**config.mk**
```make
export PLATFORM = sky130hd
export DESIGN_NAME = imf_regs
export DESIGN_NICKNAME = d
export VERILOG_FILES = /design/src/rtl/imf_pkg.sv /design/src/rtl/imf_idx_check.sv /design/src/rtl/imf_bit_array.sv /design/src/rtl/imf_doorbell.sv /design/src/rtl/imf_access_fsm.sv /design/src/rtl/imf_regs.sv
export SDC_FILE = /design/constraint.sdc
export NUM_CORES = 2
export LEC_CHECK = 0
export BUFFER_PORTS_ARGS = -buffer_cell sky130_fd_sc_hd__clkbuf_2
export CORE_MARGIN = 2
export CORE_UTILIZATION = 50
export CTS_CLUSTER_DIAMETER = 80
export CTS_CLUSTER_SIZE = 28
export DETAILED_ROUTE_END_ITERATION = 6
export PLACE_DENSITY = 0.69
export SLEW_MARGIN = 20
export SYNTH_ARGS = -nofsm -noshare
export SYNTH_HDL_FRONTEND = slang
export SYNTH_SLANG_ARGS = --single-unit
```
**constraint.sdc**
```tcl
create_clock -name clk -period 5.46 [get_ports clk]
set_input_delay 0.819 -clock clk [delete_from_list [all_inputs] [get_ports clk]]
set_output_delay 0.819 -clock clk [all_outputs]
set_load 0.005 [all_outputs]
```
**src/rtl/imf_pkg.sv**
```systemverilog
package imf_pkg;

    typedef enum logic [1:0] {
        SEL_PEND  = 2'd0,
        SEL_EN    = 2'd1,
        SEL_DELIV = 2'd2,
        SEL_THR   = 2'd3
    } imf_sel_e;

    typedef enum logic [1:0] {
        ST_IDLE   = 2'd0,
        ST_ACCESS = 2'd1,
        ST_REJECT = 2'd2
    } imf_state_e;

    localparam int unsigned IMF_LANE   = 32;
    localparam int unsigned IMF_DWORD  = 64;
    localparam int unsigned IMF_PAGE_B = 12;

endpackage

```
**src/rtl/imf_idx_check.sv**
```systemverilog
module imf_idx_check
    import imf_pkg::*;
#(
    parameter int unsigned NUM_IDS = 256,
    parameter int unsigned IDX_W   = 6
) (
    input  imf_sel_e         sel,
    input  logic             wide,
    input  logic [IDX_W-1:0] idx,
    output logic             ok
);
    localparam int unsigned NARROW_WORDS = NUM_IDS / IMF_LANE;
    localparam int unsigned WIDE_WORDS   = NUM_IDS / IMF_DWORD;
    localparam logic [IDX_W:0] NARROW_LIM = (IDX_W+1)'(NARROW_WORDS);
    localparam logic [IDX_W:0] WIDE_LIM   = (IDX_W+1)'(WIDE_WORDS);

    logic is_array;
    logic narrow_ok;
    logic wide_ok;

    always_comb begin
        is_array  = (sel == SEL_PEND) || (sel == SEL_EN);
        narrow_ok = ({1'b0, idx} < NARROW_LIM);
        wide_ok   = !idx[0] && ({2'b00, idx[IDX_W-1:1]} < WIDE_LIM);
        if (!is_array) begin
            ok = 1'b1;
        end else if (wide) begin
            ok = wide_ok;
        end else begin
            ok = narrow_ok;
        end
    end
endmodule

```
**src/rtl/imf_bit_array.sv**
```systemverilog
module imf_bit_array
    import imf_pkg::*;
#(
    parameter int unsigned NUM_IDS = 256,
    parameter int unsigned IDX_W   = 6
) (
    input  logic               clk,
    input  logic               rst_n,
    input  logic               wr_en,
    input  logic               wide,
    input  logic [IDX_W-1:0]   idx,
    input  logic [63:0]        wdata,
    input  logic [63:0]        wmask,
    input  logic [NUM_IDS-1:0] set_vec,
    output logic [NUM_IDS-1:0] bits,
    output logic [63:0]        rdata
);
    localparam int unsigned SH_W = IDX_W + 5;

    // identity 0 owns no storage: it is permanently clear
    assign bits[0] = 1'b0;

    for (genvar i = 1; i < NUM_IDS; i++) begin : g_id
        localparam int unsigned WRD  = i / IMF_LANE;
        localparam int unsigned LANE = i % IMF_LANE;
        logic hit_lo;
        logic hit_hi;
        logic q;

        assign hit_lo = wr_en && (idx == IDX_W'(WRD));
        if (WRD >= 1) begin : g_hi
            assign hit_hi = wr_en && wide && (idx == IDX_W'(WRD - 1));
        end else begin : g_nohi
            assign hit_hi = 1'b0;
        end

        always_ff @(posedge clk or negedge rst_n) begin
            if (!rst_n) begin
                q <= 1'b0;
            end else if (set_vec[i]) begin
                q <= 1'b1;
            end else if (hit_lo && wmask[LANE]) begin
                q <= wdata[LANE];
            end else if (hit_hi && wmask[LANE+IMF_LANE]) begin
                q <= wdata[LANE+IMF_LANE];
            end
        end

        assign bits[i] = q;
    end

    logic [NUM_IDS-1:0] shifted;
    logic [SH_W-1:0]    shamt;

    always_comb begin
        shamt   = {idx, 5'b00000};
        shifted = bits >> shamt;
        rdata   = wide ? shifted[63:0] : {32'h0, shifted[31:0]};
    end
endmodule

```
**src/rtl/imf_doorbell.sv**
```systemverilog
module imf_doorbell
    import imf_pkg::*;
#(
    parameter int unsigned NUM_IDS = 256,
    parameter int unsigned AW      = 16
) (
    input  logic               clk,
    input  logic               rst_n,
    input  logic               msg_valid,
    input  logic               msg_we,
    input  logic [AW-1:0]      msg_addr,
    input  logic [1:0]         msg_size,
    input  logic [31:0]        msg_wdata,
    output logic [NUM_IDS-1:0] set_vec,
    output logic               err_flag
);
    localparam int unsigned ID_W = $clog2(NUM_IDS);
    localparam logic [31:0] ID_LIM = 32'(NUM_IDS);

    logic access_ok;
    logic le_slot;
    logic id_ok;
    logic fire;

    always_comb begin
        access_ok = (msg_addr[1:0] == 2'b00) && (msg_size == 2'd2)
                 && (msg_addr[AW-1:IMF_PAGE_B] == '0);
        le_slot   = (msg_addr[IMF_PAGE_B-1:0] == '0);
        id_ok     = (msg_wdata != 32'h0) && (msg_wdata < ID_LIM);
        fire      = msg_valid && msg_we && access_ok && le_slot && id_ok;
        set_vec   = '0;
        if (fire) begin
            set_vec[msg_wdata[ID_W-1:0]] = 1'b1;
        end
    end

    always_ff @(posedge clk or negedge rst_n) begin
        if (!rst_n) begin
            err_flag <= 1'b0;
        end else if (msg_valid && !access_ok) begin
            err_flag <= 1'b1;
        end
    end
endmodule

```
**src/rtl/imf_access_fsm.sv**
```systemverilog
module imf_access_fsm
    import imf_pkg::*;
(
    input  logic        clk,
    input  logic        rst_n,
    input  logic        req,
    input  logic        req_ok,
    input  logic [63:0] rd_now,
    output imf_state_e  state,
    output logic        cap_en,
    output logic        do_write,
    output logic        ack,
    output logic        err,
    output logic [63:0] rdata
);
    imf_state_e state_q;
    imf_state_e state_d;

    always_ff @(posedge clk or negedge rst_n) begin
        if (!rst_n) begin
            state_q <= ST_IDLE;
        end else begin
            state_q <= state_d;
        end
    end

    always_comb begin
        state_d = state_q;
        unique case (state_q)
            ST_IDLE: begin
                if (req) begin
                    state_d = req_ok ? ST_ACCESS : ST_REJECT;
                end
            end
            ST_ACCESS: state_d = ST_IDLE;
            ST_REJECT: state_d = ST_IDLE;
            default:   state_d = ST_IDLE;
        endcase
    end

    assign state    = state_q;
    assign cap_en   = (state_q == ST_IDLE) && req;
    assign do_write = (state_q == ST_ACCESS);

    always_ff @(posedge clk or negedge rst_n) begin
        if (!rst_n) begin
            ack   <= 1'b0;
            err   <= 1'b0;
            rdata <= '0;
        end else begin
            ack   <= (state_q == ST_ACCESS) || (state_q == ST_REJECT);
            err   <= (state_q == ST_REJECT);
            rdata <= (state_q == ST_ACCESS) ? rd_now : 64'h0;
        end
    end
endmodule

```
**src/rtl/imf_regs.sv**
```systemverilog
module imf_regs
    import imf_pkg::*;
#(
    parameter int unsigned NUM_IDS = 256,
    parameter int unsigned IDX_W   = 6,
    parameter int unsigned THR_W   = 11,
    parameter int unsigned AW      = 16
) (
    input  logic               clk,
    input  logic               rst_n,
    input  logic               reg_req,
    input  logic [1:0]         reg_sel,
    input  logic               reg_wide,
    input  logic [IDX_W-1:0]   reg_idx,
    input  logic [63:0]        reg_wdata,
    input  logic [63:0]        reg_wmask,
    output logic               reg_ack,
    output logic               reg_err,
    output logic [63:0]        reg_rdata,
    input  logic               msg_valid,
    input  logic               msg_we,
    input  logic [AW-1:0]      msg_addr,
    input  logic [1:0]         msg_size,
    input  logic [31:0]        msg_wdata,
    output logic [31:0]        msg_rdata,
    output logic               db_err,
    output logic [NUM_IDS-1:0] pend_vec,
    output logic [NUM_IDS-1:0] en_vec,
    output logic               deliver_en,
    output logic [THR_W-1:0]   threshold
);
    imf_sel_e         sel_in;
    imf_sel_e         cap_sel;
    logic             cap_wide;
    logic [IDX_W-1:0] cap_idx;
    logic [63:0]      cap_wdata;
    logic [63:0]      cap_wmask;
    logic             req_ok;
    imf_state_e       state;
    logic             cap_en;
    logic             do_write;
    logic             acc_idle;
    logic [63:0]      rd_now;
    logic [63:0]      pend_rd;
    logic [63:0]      en_rd;
    logic [NUM_IDS-1:0] db_set;

    assign sel_in   = imf_sel_e'(reg_sel);
    assign acc_idle = (state == ST_IDLE);
    assign msg_rdata = 32'h0;

    imf_idx_check #(.NUM_IDS(NUM_IDS), .IDX_W(IDX_W)) u_chk_idx (
        .sel  (sel_in),
        .wide (reg_wide),
        .idx  (reg_idx),
        .ok   (req_ok)
    );

    always_ff @(posedge clk or negedge rst_n) begin
        if (!rst_n) begin
            cap_sel   <= SEL_PEND;
            cap_wide  <= 1'b0;
            cap_idx   <= '0;
            cap_wdata <= '0;
            cap_wmask <= '0;
        end else if (cap_en) begin
            cap_sel   <= sel_in;
            cap_wide  <= reg_wide;
            cap_idx   <= reg_idx;
            cap_wdata <= reg_wdata;
            cap_wmask <= reg_wmask;
        end
    end

    imf_doorbell #(.NUM_IDS(NUM_IDS), .AW(AW)) u_db (
        .clk       (clk),
        .rst_n     (rst_n),
        .msg_valid (msg_valid),
        .msg_we    (msg_we),
        .msg_addr  (msg_addr),
        .msg_size  (msg_size),
        .msg_wdata (msg_wdata),
        .set_vec   (db_set),
        .err_flag  (db_err)
    );

    imf_bit_array #(.NUM_IDS(NUM_IDS), .IDX_W(IDX_W)) u_pend (
        .clk     (clk),
        .rst_n   (rst_n),
        .wr_en   (do_write && (cap_sel == SEL_PEND)),
        .wide    (cap_wide),
        .idx     (cap_idx),
        .wdata   (cap_wdata),
        .wmask   (cap_wmask),
        .set_vec (db_set),
        .bits    (pend_vec),
        .rdata   (pend_rd)
    );

    imf_bit_array #(.NUM_IDS(NUM_IDS), .IDX_W(IDX_W)) u_en (
        .clk     (clk),
        .rst_n   (rst_n),
        .wr_en   (do_write && (cap_sel == SEL_EN)),
        .wide    (cap_wide),
        .idx     (cap_idx),
        .wdata   (cap_wdata),
        .wmask   (cap_wmask),
        .set_vec ('0),
        .bits    (en_vec),
        .rdata   (en_rd)
    );

    always_ff @(posedge clk or negedge rst_n) begin
        if (!rst_n) begin
            deliver_en <= 1'b0;
            threshold  <= '0;
        end else if (do_write) begin
            if (cap_sel == SEL_DELIV) begin
                deliver_en <= (deliver_en & ~cap_wmask[0]) | (cap_wdata[0] & cap_wmask[0]);
            end
            if (cap_sel == SEL_THR) begin
                threshold <= (threshold & ~cap_wmask[THR_W-1:0])
                           | (cap_wdata[THR_W-1:0] & cap_wmask[THR_W-1:0]);
            end
        end
    end

    always_comb begin
        unique case (cap_sel)
            SEL_PEND:  rd_now = pend_rd;
            SEL_EN:    rd_now = en_rd;
            SEL_DELIV: rd_now = {63'h0, deliver_en};
            SEL_THR:   rd_now = {{(64-THR_W){1'b0}}, threshold};
            default:   rd_now = 64'h0;
        endcase
    end

    imf_access_fsm u_fsm (
        .clk      (clk),
        .rst_n    (rst_n),
        .req      (reg_req),
        .req_ok   (req_ok),
        .rd_now   (rd_now),
        .state    (state),
        .cap_en   (cap_en),
        .do_write (do_write),
        .ack      (reg_ack),
        .err      (reg_err),
        .rdata    (reg_rdata)
    );
endmodule

```
* Word level (Yosys, flattened, before mapping)
Index checks and enable logic that the tools add are counted.
** Storage, ports and cells
- Output and inout port bits :: 623
- Logic and storage cells :: 3242
- Register bits after elaboration :: 728
** Operators by class
- Reduce and logical (&&, ||, !) cells :: 1496
- Muxes and demuxes :: 1194
- Equal/unequal tests :: 15
- Order comparisons :: 5
- Bitwise logic cells :: 8
- Shifts and indexed selects :: 2
** Operator list (count)
- $mux W1 :: 1185
- $logic_and A1 B1 Y1 :: 1003
- $reduce_bool A3 Y1 :: 224
- $shr A256 B11 Y64 :: 2
- $reduce_bool A2 Y1 :: 255
- $mux W256 :: 1
- $pmux W64 S4 :: 1
- $mux W64 :: 3
- $lt A32 B9 Y1 const B :: 1
- $reduce_bool A32 Y1 :: 1
- $eq A6 B3 Y1 const B :: 4
- $and A11 B11 Y11 :: 2
- $eq A6 B2 Y1 const B :: 2
- $logic_not A12 Y1 :: 1
- $not A11 Y11 :: 1
- $or A11 B11 Y11 :: 1
- $lt A8 B9 Y1 const B :: 1
- $demux W1 S8 :: 1
- $eq A2 B2 Y1 const B :: 4
- $ge A8 B1 Y1 const B :: 1
- $logic_not A2 Y1 :: 4
- $eq A2 B1 Y1 const B :: 3
- $eq A6 B1 Y1 const B :: 1
- $logic_not A6 Y1 :: 1
- 11 further kinds :: 17

* Logic depth before layout (Yosys ltp)
- Depth after elaboration :: 8
- Gate-level depth with buffers :: 11
- Depth with buffers taken out :: 7

* Modules after synthesis
Synthesis repeated with hierarchy kept, for this count alone.
** Second synthesis, totals
- Cells, all modules :: 7061
- Area, all modules :: 58770.1 um2
** By module, submodules not included
- imf_bit_array at u_en :: seq. area each 6381.1 um2, area an instance 21762.1 um2, cells each 2835, times used 1
- imf_bit_array at u_pend :: seq. area each 6381.1 um2, area an instance 21702.1 um2, cells each 2859, times used 1
- imf_regs :: seq. area each 3728.6 um2, area an instance 7028.0 um2, cells each 508, times used 1
- imf_doorbell :: seq. area each 25.0 um2, area an instance 5950.7 um2, cells each 707, times used 1
- imf_access_fsm :: seq. area each 1701.6 um2, area an instance 2312.2 um2, cells each 150, times used 1
- imf_idx_check :: seq. area each 0.0 um2, area an instance 15.0 um2, cells each 2, times used 1

* Worst setup path before layout
No wires, ideal clock.
- Path type :: input -> register
- Start :: input port msg_addr[1]
- End :: register u_pend.g_id[128].q
- Data required time :: 5373 ps
- Slack :: 2957 ps
- Arrival time :: 2416 ps
- Cell stages on the path :: 7
- Path buffers :: 2
- Cell sequence :: nor4b_1 nand4_1 nor3b_2 buf_2 nand4_1 clkbuf_1 o211ai_1
** Between the ends
- Longest elaborated chain between the ends :: 8
- Elaborated cells between the ends (all ways) :: 10
- Classes of those cells :: mux: 2; reduce/logical: 8
** Ends and longest elaborated chain
- start: declaration :: line imf_regs.sv:22 : input logic [AW-1:0] msg_addr,
- $logic_not A2 Y1 :: line imf_doorbell.sv:26 : access_ok = (msg_addr[1:0] == 2'b00) && (msg_size == 2'd2)
- $logic_and A1 B1 Y1 :: line imf_doorbell.sv:26
- $logic_and A1 B1 Y1 :: line imf_doorbell.sv:27 : && (msg_addr[AW-1:IMF_PAGE_B] == '0);
- $logic_and A1 B1 Y1 :: line imf_doorbell.sv:30 : fire = msg_valid && msg_we && access_ok && le_slot && id_ok;
- $logic_and A1 B1 Y1 (*) (2 in series) :: line imf_doorbell.sv:30
- $mux W256 (*) :: line imf_doorbell.sv:32 : if (fire) begin
- $reduce_bool A3 Y1 (no source line) or $mux W1 (tied branches)
- end signal: assignment :: line imf_bit_array.sv:43 : q <= wdata[LANE];
- end signal: assignment :: line imf_bit_array.sv:45 : q <= wdata[LANE+IMF_LANE];
- end: declaration :: line imf_bit_array.sv:28 : logic q;
Every way passes the cells marked *; elsewhere a longest branch is shown, timed or not.
A chain may end at the register's enable or synchronous reset.

* Worst setup path after layout
- Start :: register cap_idx[2]
- End :: register u_en.g_id[238].q
** Between the ends
- Longest elaborated chain between the ends :: 4
- Elaborated cells between the ends (all ways) :: 8
- Classes of those cells :: eq/ne: 2; mux: 1; reduce/logical: 5
** Ends and longest elaborated chain
- start: declaration :: line imf_regs.sv:35 : logic [IDX_W-1:0] cap_idx;
- start signal: assignment :: line imf_regs.sv:69 : cap_idx <= reg_idx;
- $eq A6 B3 Y1 (on tied branches) :: line imf_bit_array.sv:30, imf_bit_array.sv:32
- $logic_and A1 B1 Y1 (on tied branches) :: line imf_bit_array.sv:30, imf_bit_array.sv:32
- $logic_and A1 B1 Y1 (on tied branches) :: line imf_bit_array.sv:42, imf_bit_array.sv:44
- $mux W1 or $reduce_bool A2 Y1 (tied branches)
- end signal: assignment :: line imf_bit_array.sv:43
- end signal: assignment :: line imf_bit_array.sv:45
- end: declaration :: line imf_bit_array.sv:28
Parallel ways exist; a longest one is shown, timed or not.

==> PnR_summary.wiki <==
{| class="wikitable"
! Metric !! Value
|-
| Final worst path period share || 74.3%
|-
| Number of gates resized after cts || 0
|-
| Clock edge transition at the registers on the reported setup and hold paths || 0.11 ns
|-
| Maximum vdd drop || 270 uV
|-
| Antenna violations before repair || 14
|-
| Final hold violation count || 0
|-
| Headroom to the max-slew limit || 9.27%
|-
| Synthesis warning total || 0
|-
| Insertion delay to the later sink of the worst-skew pair || 0.69 ns
|-
| Crit-path max FO || 26
|-
| Worst-case clock skew || 0.0452 ns
|-
| Transition time of the tightest slew-check pin || 1.36 ns
|-
| Footprint of the multi-input gates || 24900 um2
|-
| Mapped Cells || 5667
|-
| Die width || 320 um
|-
| Final global-route overflow total || 0
|-
| Via-per-instance ratio || 7.60
|-
| Final #Nets || 5672
|-
| Worst min path class || in2async
|-
| Vias in the first global route || 45.5k
|-
| Total leakage power || 22.5 nW
|-
| Final setup viols || 0
|-
| Mean area per synthesized cell || 8.79 um2
|-
| R2r worst-path depth || 6
|-
| Setup repair after global routing missed its margin || false
|-
| Number of pins with negative max-slew slack in the final report || 0
|-
| Max_cap viols || 0
|-
| Number of ports placed on the die boundary || 815
|-
| Starting density of the core || 50.6%
|-
| Share of synthesized area occupied by flip-flops and latches || 36.6%
|-
| Synthesized cell area || 49800 um2
|-
| Data arrival, critical path || 4.56 ns
|-
| Fmax || 247 MHz
|-
| Final GP Congestion || 1.02
|-
| Async set-or-reset flop fraction in the synthesized netlist || 100%
|-
| Flip-flop cell with the highest count after synthesis || sky130_fd_sc_hd__dfrtp_1
|-
| Y dimension of the die || 320 um
|-
| Number of fill cells || 9004
|-
| H-Tree Depth || 2
|-
| Final period demand of the worst path || 4.05 ns
|-
| Clock Tree Root || sky130_fd_sc_hd__clkbuf_16
|-
| Ratio of cells with drive above 1 in the final layout || 25.0%
|-
| First-iteration detailed-routing DRC count || 10.8k
|-
| Violations in the final reports || design-rule violations
|-
| Unique masters post-synth || 69
|-
| Pin count of the biggest net entering global routing || 127
|-
| Core Box Area || 98600 um2
|-
| Mean routed wirelength per cell || 37.4 um
|-
| GRT Overall Usage || 47.7%
|-
| IO Port Bufs || 780
|-
| Post-CTS Setup Repair Bufs || 0
|-
| DR DRC count || 39
|-
| Number of CTS-inserted buffers || 45
|-
| Area grow syn2layout || 4.21%
|-
| Endpoint class of the critical path || flip-flop
|-
| Count of vias placed by the detailed router || 51.7k
|-
| EDFF count, synth || 0
|-
| Worst-case clock buffer depth || 3
|-
| Dpl hpwl || 172 mm
|-
| Count of antenna-violating nets left after detailed routing || 0
|-
| Worst Hold Margin || 0.189 ns
|-
| Final sum of negative setup slack || 0 ns
|-
| Row cnt || 115
|-
| CP required || 5.97 ns
|-
| CTS tree || built
|-
| Type of origin of the critical path || flip-flop
|-
| WL final || 255 mm
|-
| Floorplan die area || 102000 um2
|-
| First-pass GRT wire length || 354 mm
|-
| Power Dens Cells || 476 nW/um2
|-
| Number of sinks on the clock net || 728
|-
| Number of search-and-repair iterations in the first detailed-routing pass || 7
|-
| Critical path class || reg2reg
|-
| Cts-stage hold buffer count || 0
|-
| Number of flip-flops and latches in the synthesized netlist || 728
|-
| Storage element area || 18200 um2
|-
| Status || finished with violations
|}
[synthesized netlist by cell type (all sizes together) (21+ instances only)]
cell / n / area, um2
a32oi: 26 / 228
a22oi: 204 / 1530
and3: 229 / 1430
buf: 737 / 5010
nand3: 115 / 576
a211oi: 31 / 233
nor2b: 21 / 131
inv: 85 / 319
a32o: 24 / 240
nand2: 583 / 2190
a21boi: 28 / 210
a31oi: 229 / 1430
nand4: 124 / 776
mux2: 278 / 3130
mux4: 39 / 878
nor3: 54 / 507
o221ai: 22 / 193
o211ai: 33 / 248
o22ai: 220 / 1380
dfrtp: 728 / 18200
a311oi: 21 / 184
o21ai: 282 / 1410
mux2i: 212 / 2120
clkbuf: 460 / 1730
nor2: 193 / 724
a21oi: 305 / 1530
a221oi: 272 / 2380
[report_power, final]
group          internal (W)  total, W  switching [W]
Clock               0.00174   0.00420        0.00246
Sequential          0.00649    0.0102        0.00371
Combinational       0.00340    0.0103        0.00693
Total                0.0116    0.0247         0.0131
[final timing paths]
path	slack, ns	to	start
worst max-delay path	1.41	u_en.g_id[238].q$_DFFE_PN0P_	cap_idx[2]$_DFFE_PN0P_
worst min-delay path	0.19	cap_wmask[54]$_DFFE_PN0P_	rst_n
worst max register to register	1.41	u_en.g_id[238].q$_DFFE_PN0P_	cap_idx[2]$_DFFE_PN0P_
worst min register to register	0.47	u_db.err_flag$_DFFE_PN0P_	u_db.err_flag$_DFFE_PN0P_
max in group asynchronous	3.81	u_en.g_id[5].q$_DFFE_PN0P_	rst_n
min in group clk	0.37	cap_wmask[29]$_DFFE_PN0P_	reg_wmask[29]
[flip-flops by register name (all words and copies together), names as in the netlist, named ones only]
signal and cells:
u_en.g_id.q 255, u_fsm.err 1, cap_wdata 64, cap_sel 2, u_fsm.rdata 64, cap_wide 1
u_fsm.state 2, u_fsm.ack 1, cap_idx 6, u_db.err_flag 1, u_pend.g_id.q 255, cap_wmask 64
[kinds of logic (layout without fill, tap and decap cells)]
| group | count (synthesis) | in the layout | share of synthesized area (%) |
|---|---|---|---|
| multiplexers | 529 | 529 | 12.3 |
| AND/OR/NAND/NOR | 1367 | 1367 | 13.4 |
| flip-flops | 728 | 728 | 36.6 |
| AO/OA/AOI/OAI | 1754 | 1754 | 23.4 |
| adder cells (fa/ha/maj) | 3 | 3 | 0.0753 |
| buffers and inverters | 1285 | 1096 | 14.2 |
| other | 1 | 43 | 0.00753 |
[stage by stage]
stage	total power (W)	setup WS, ns	instance area, um2	std cells	utilization, %
after floorplan	0.0151	2.96	50000	5700	-
after global placement	0.0194	1.57	50200	6713	51.0
after detailed placement	0.0196	1.52	50300	6715	51.0
after CTS	0.0236	1.50	51900	6796	52.6
after global routing	0.0250	1.40	51900	6799	52.7
final	0.0247	1.41	51900	6807	52.7
[area by class of cell]
cell class | instances | share of cell area, %
repair buffers | 927 | 10.2
flip-flops and latches | 728 | 35.1
inverters | 88 | 0.646
well taps | 1287 | 3.10
clock buffers | 49 | 2.24
diodes | 9 | 0.0434
multi-input cells | 3687 | 47.9
clock inverters | 32 | 0.855
[layout by cell type, fill, tap and decap left out, types with 14 or more instances in the layout]
cell / Yosys / final
sky130_fd_sc_hd__o211ai_1: 33 / 33
sky130_fd_sc_hd__conb_1: 1 / 34
sky130_fd_sc_hd__mux2_2: 268 / 268
sky130_fd_sc_hd__o22ai_1: 220 / 220
sky130_fd_sc_hd__a22o_1: 14 / 14
sky130_fd_sc_hd__dfrtp_1: 728 / 724
sky130_fd_sc_hd__a211oi_1: 31 / 31
sky130_fd_sc_hd__clkbuf_2: 1 / 779
sky130_fd_sc_hd__buf_12: 0 / 18
sky130_fd_sc_hd__buf_4: 550 / 125
sky130_fd_sc_hd__nand2_1: 583 / 580
sky130_fd_sc_hd__nand3_1: 115 / 114
sky130_fd_sc_hd__a311oi_1: 21 / 21
sky130_fd_sc_hd__clkbuf_16: 0 / 45
sky130_fd_sc_hd__a221oi_1: 272 / 272
sky130_fd_sc_hd__a32oi_1: 26 / 26
sky130_fd_sc_hd__a21boi_0: 27 / 27
sky130_fd_sc_hd__nor3_4: 17 / 26
sky130_fd_sc_hd__a31oi_1: 229 / 229
sky130_fd_sc_hd__mux4_2: 39 / 39
sky130_fd_sc_hd__a32o_1: 24 / 24
sky130_fd_sc_hd__and3_1: 229 / 229
sky130_fd_sc_hd__mux2i_1: 212 / 212
sky130_fd_sc_hd__inv_1: 84 / 83
sky130_fd_sc_hd__nor2b_1: 21 / 18
sky130_fd_sc_hd__nor3_1: 28 / 24
sky130_fd_sc_hd__a21oi_1: 305 / 305
sky130_fd_sc_hd__o21ai_0: 229 / 228
sky130_fd_sc_hd__nor2_1: 193 / 191
sky130_fd_sc_hd__nand4_1: 124 / 124
sky130_fd_sc_hd__o21ai_1: 53 / 54
sky130_fd_sc_hd__a22oi_1: 204 / 204
sky130_fd_sc_hd__o221ai_1: 22 / 22
[per-layer routing]
layer,GRT usage [%],up-vias,wire length (um)
li1,-,20110,-
met1,61.7,24969,89900
met2,63.8,5463,98000
met3,23.6,1186,46800
met4,26.9,10,19800
met5,0,-,58
[critical path, cell delays in order, from the launching register on]
cell and delay (ns):
sky130_fd_sc_hd__dfrtp_2 0.79, sky130_fd_sc_hd__or4b_2 1.15, sky130_fd_sc_hd__nor3_4 1.02, sky130_fd_sc_hd__buf_4 0.41, sky130_fd_sc_hd__nand2_1 0.08, sky130_fd_sc_hd__a221oi_1 0.33
sky130_fd_sc_hd__a31oi_1 0.08
Note: power is estimated with default switching activity, not from simulation.
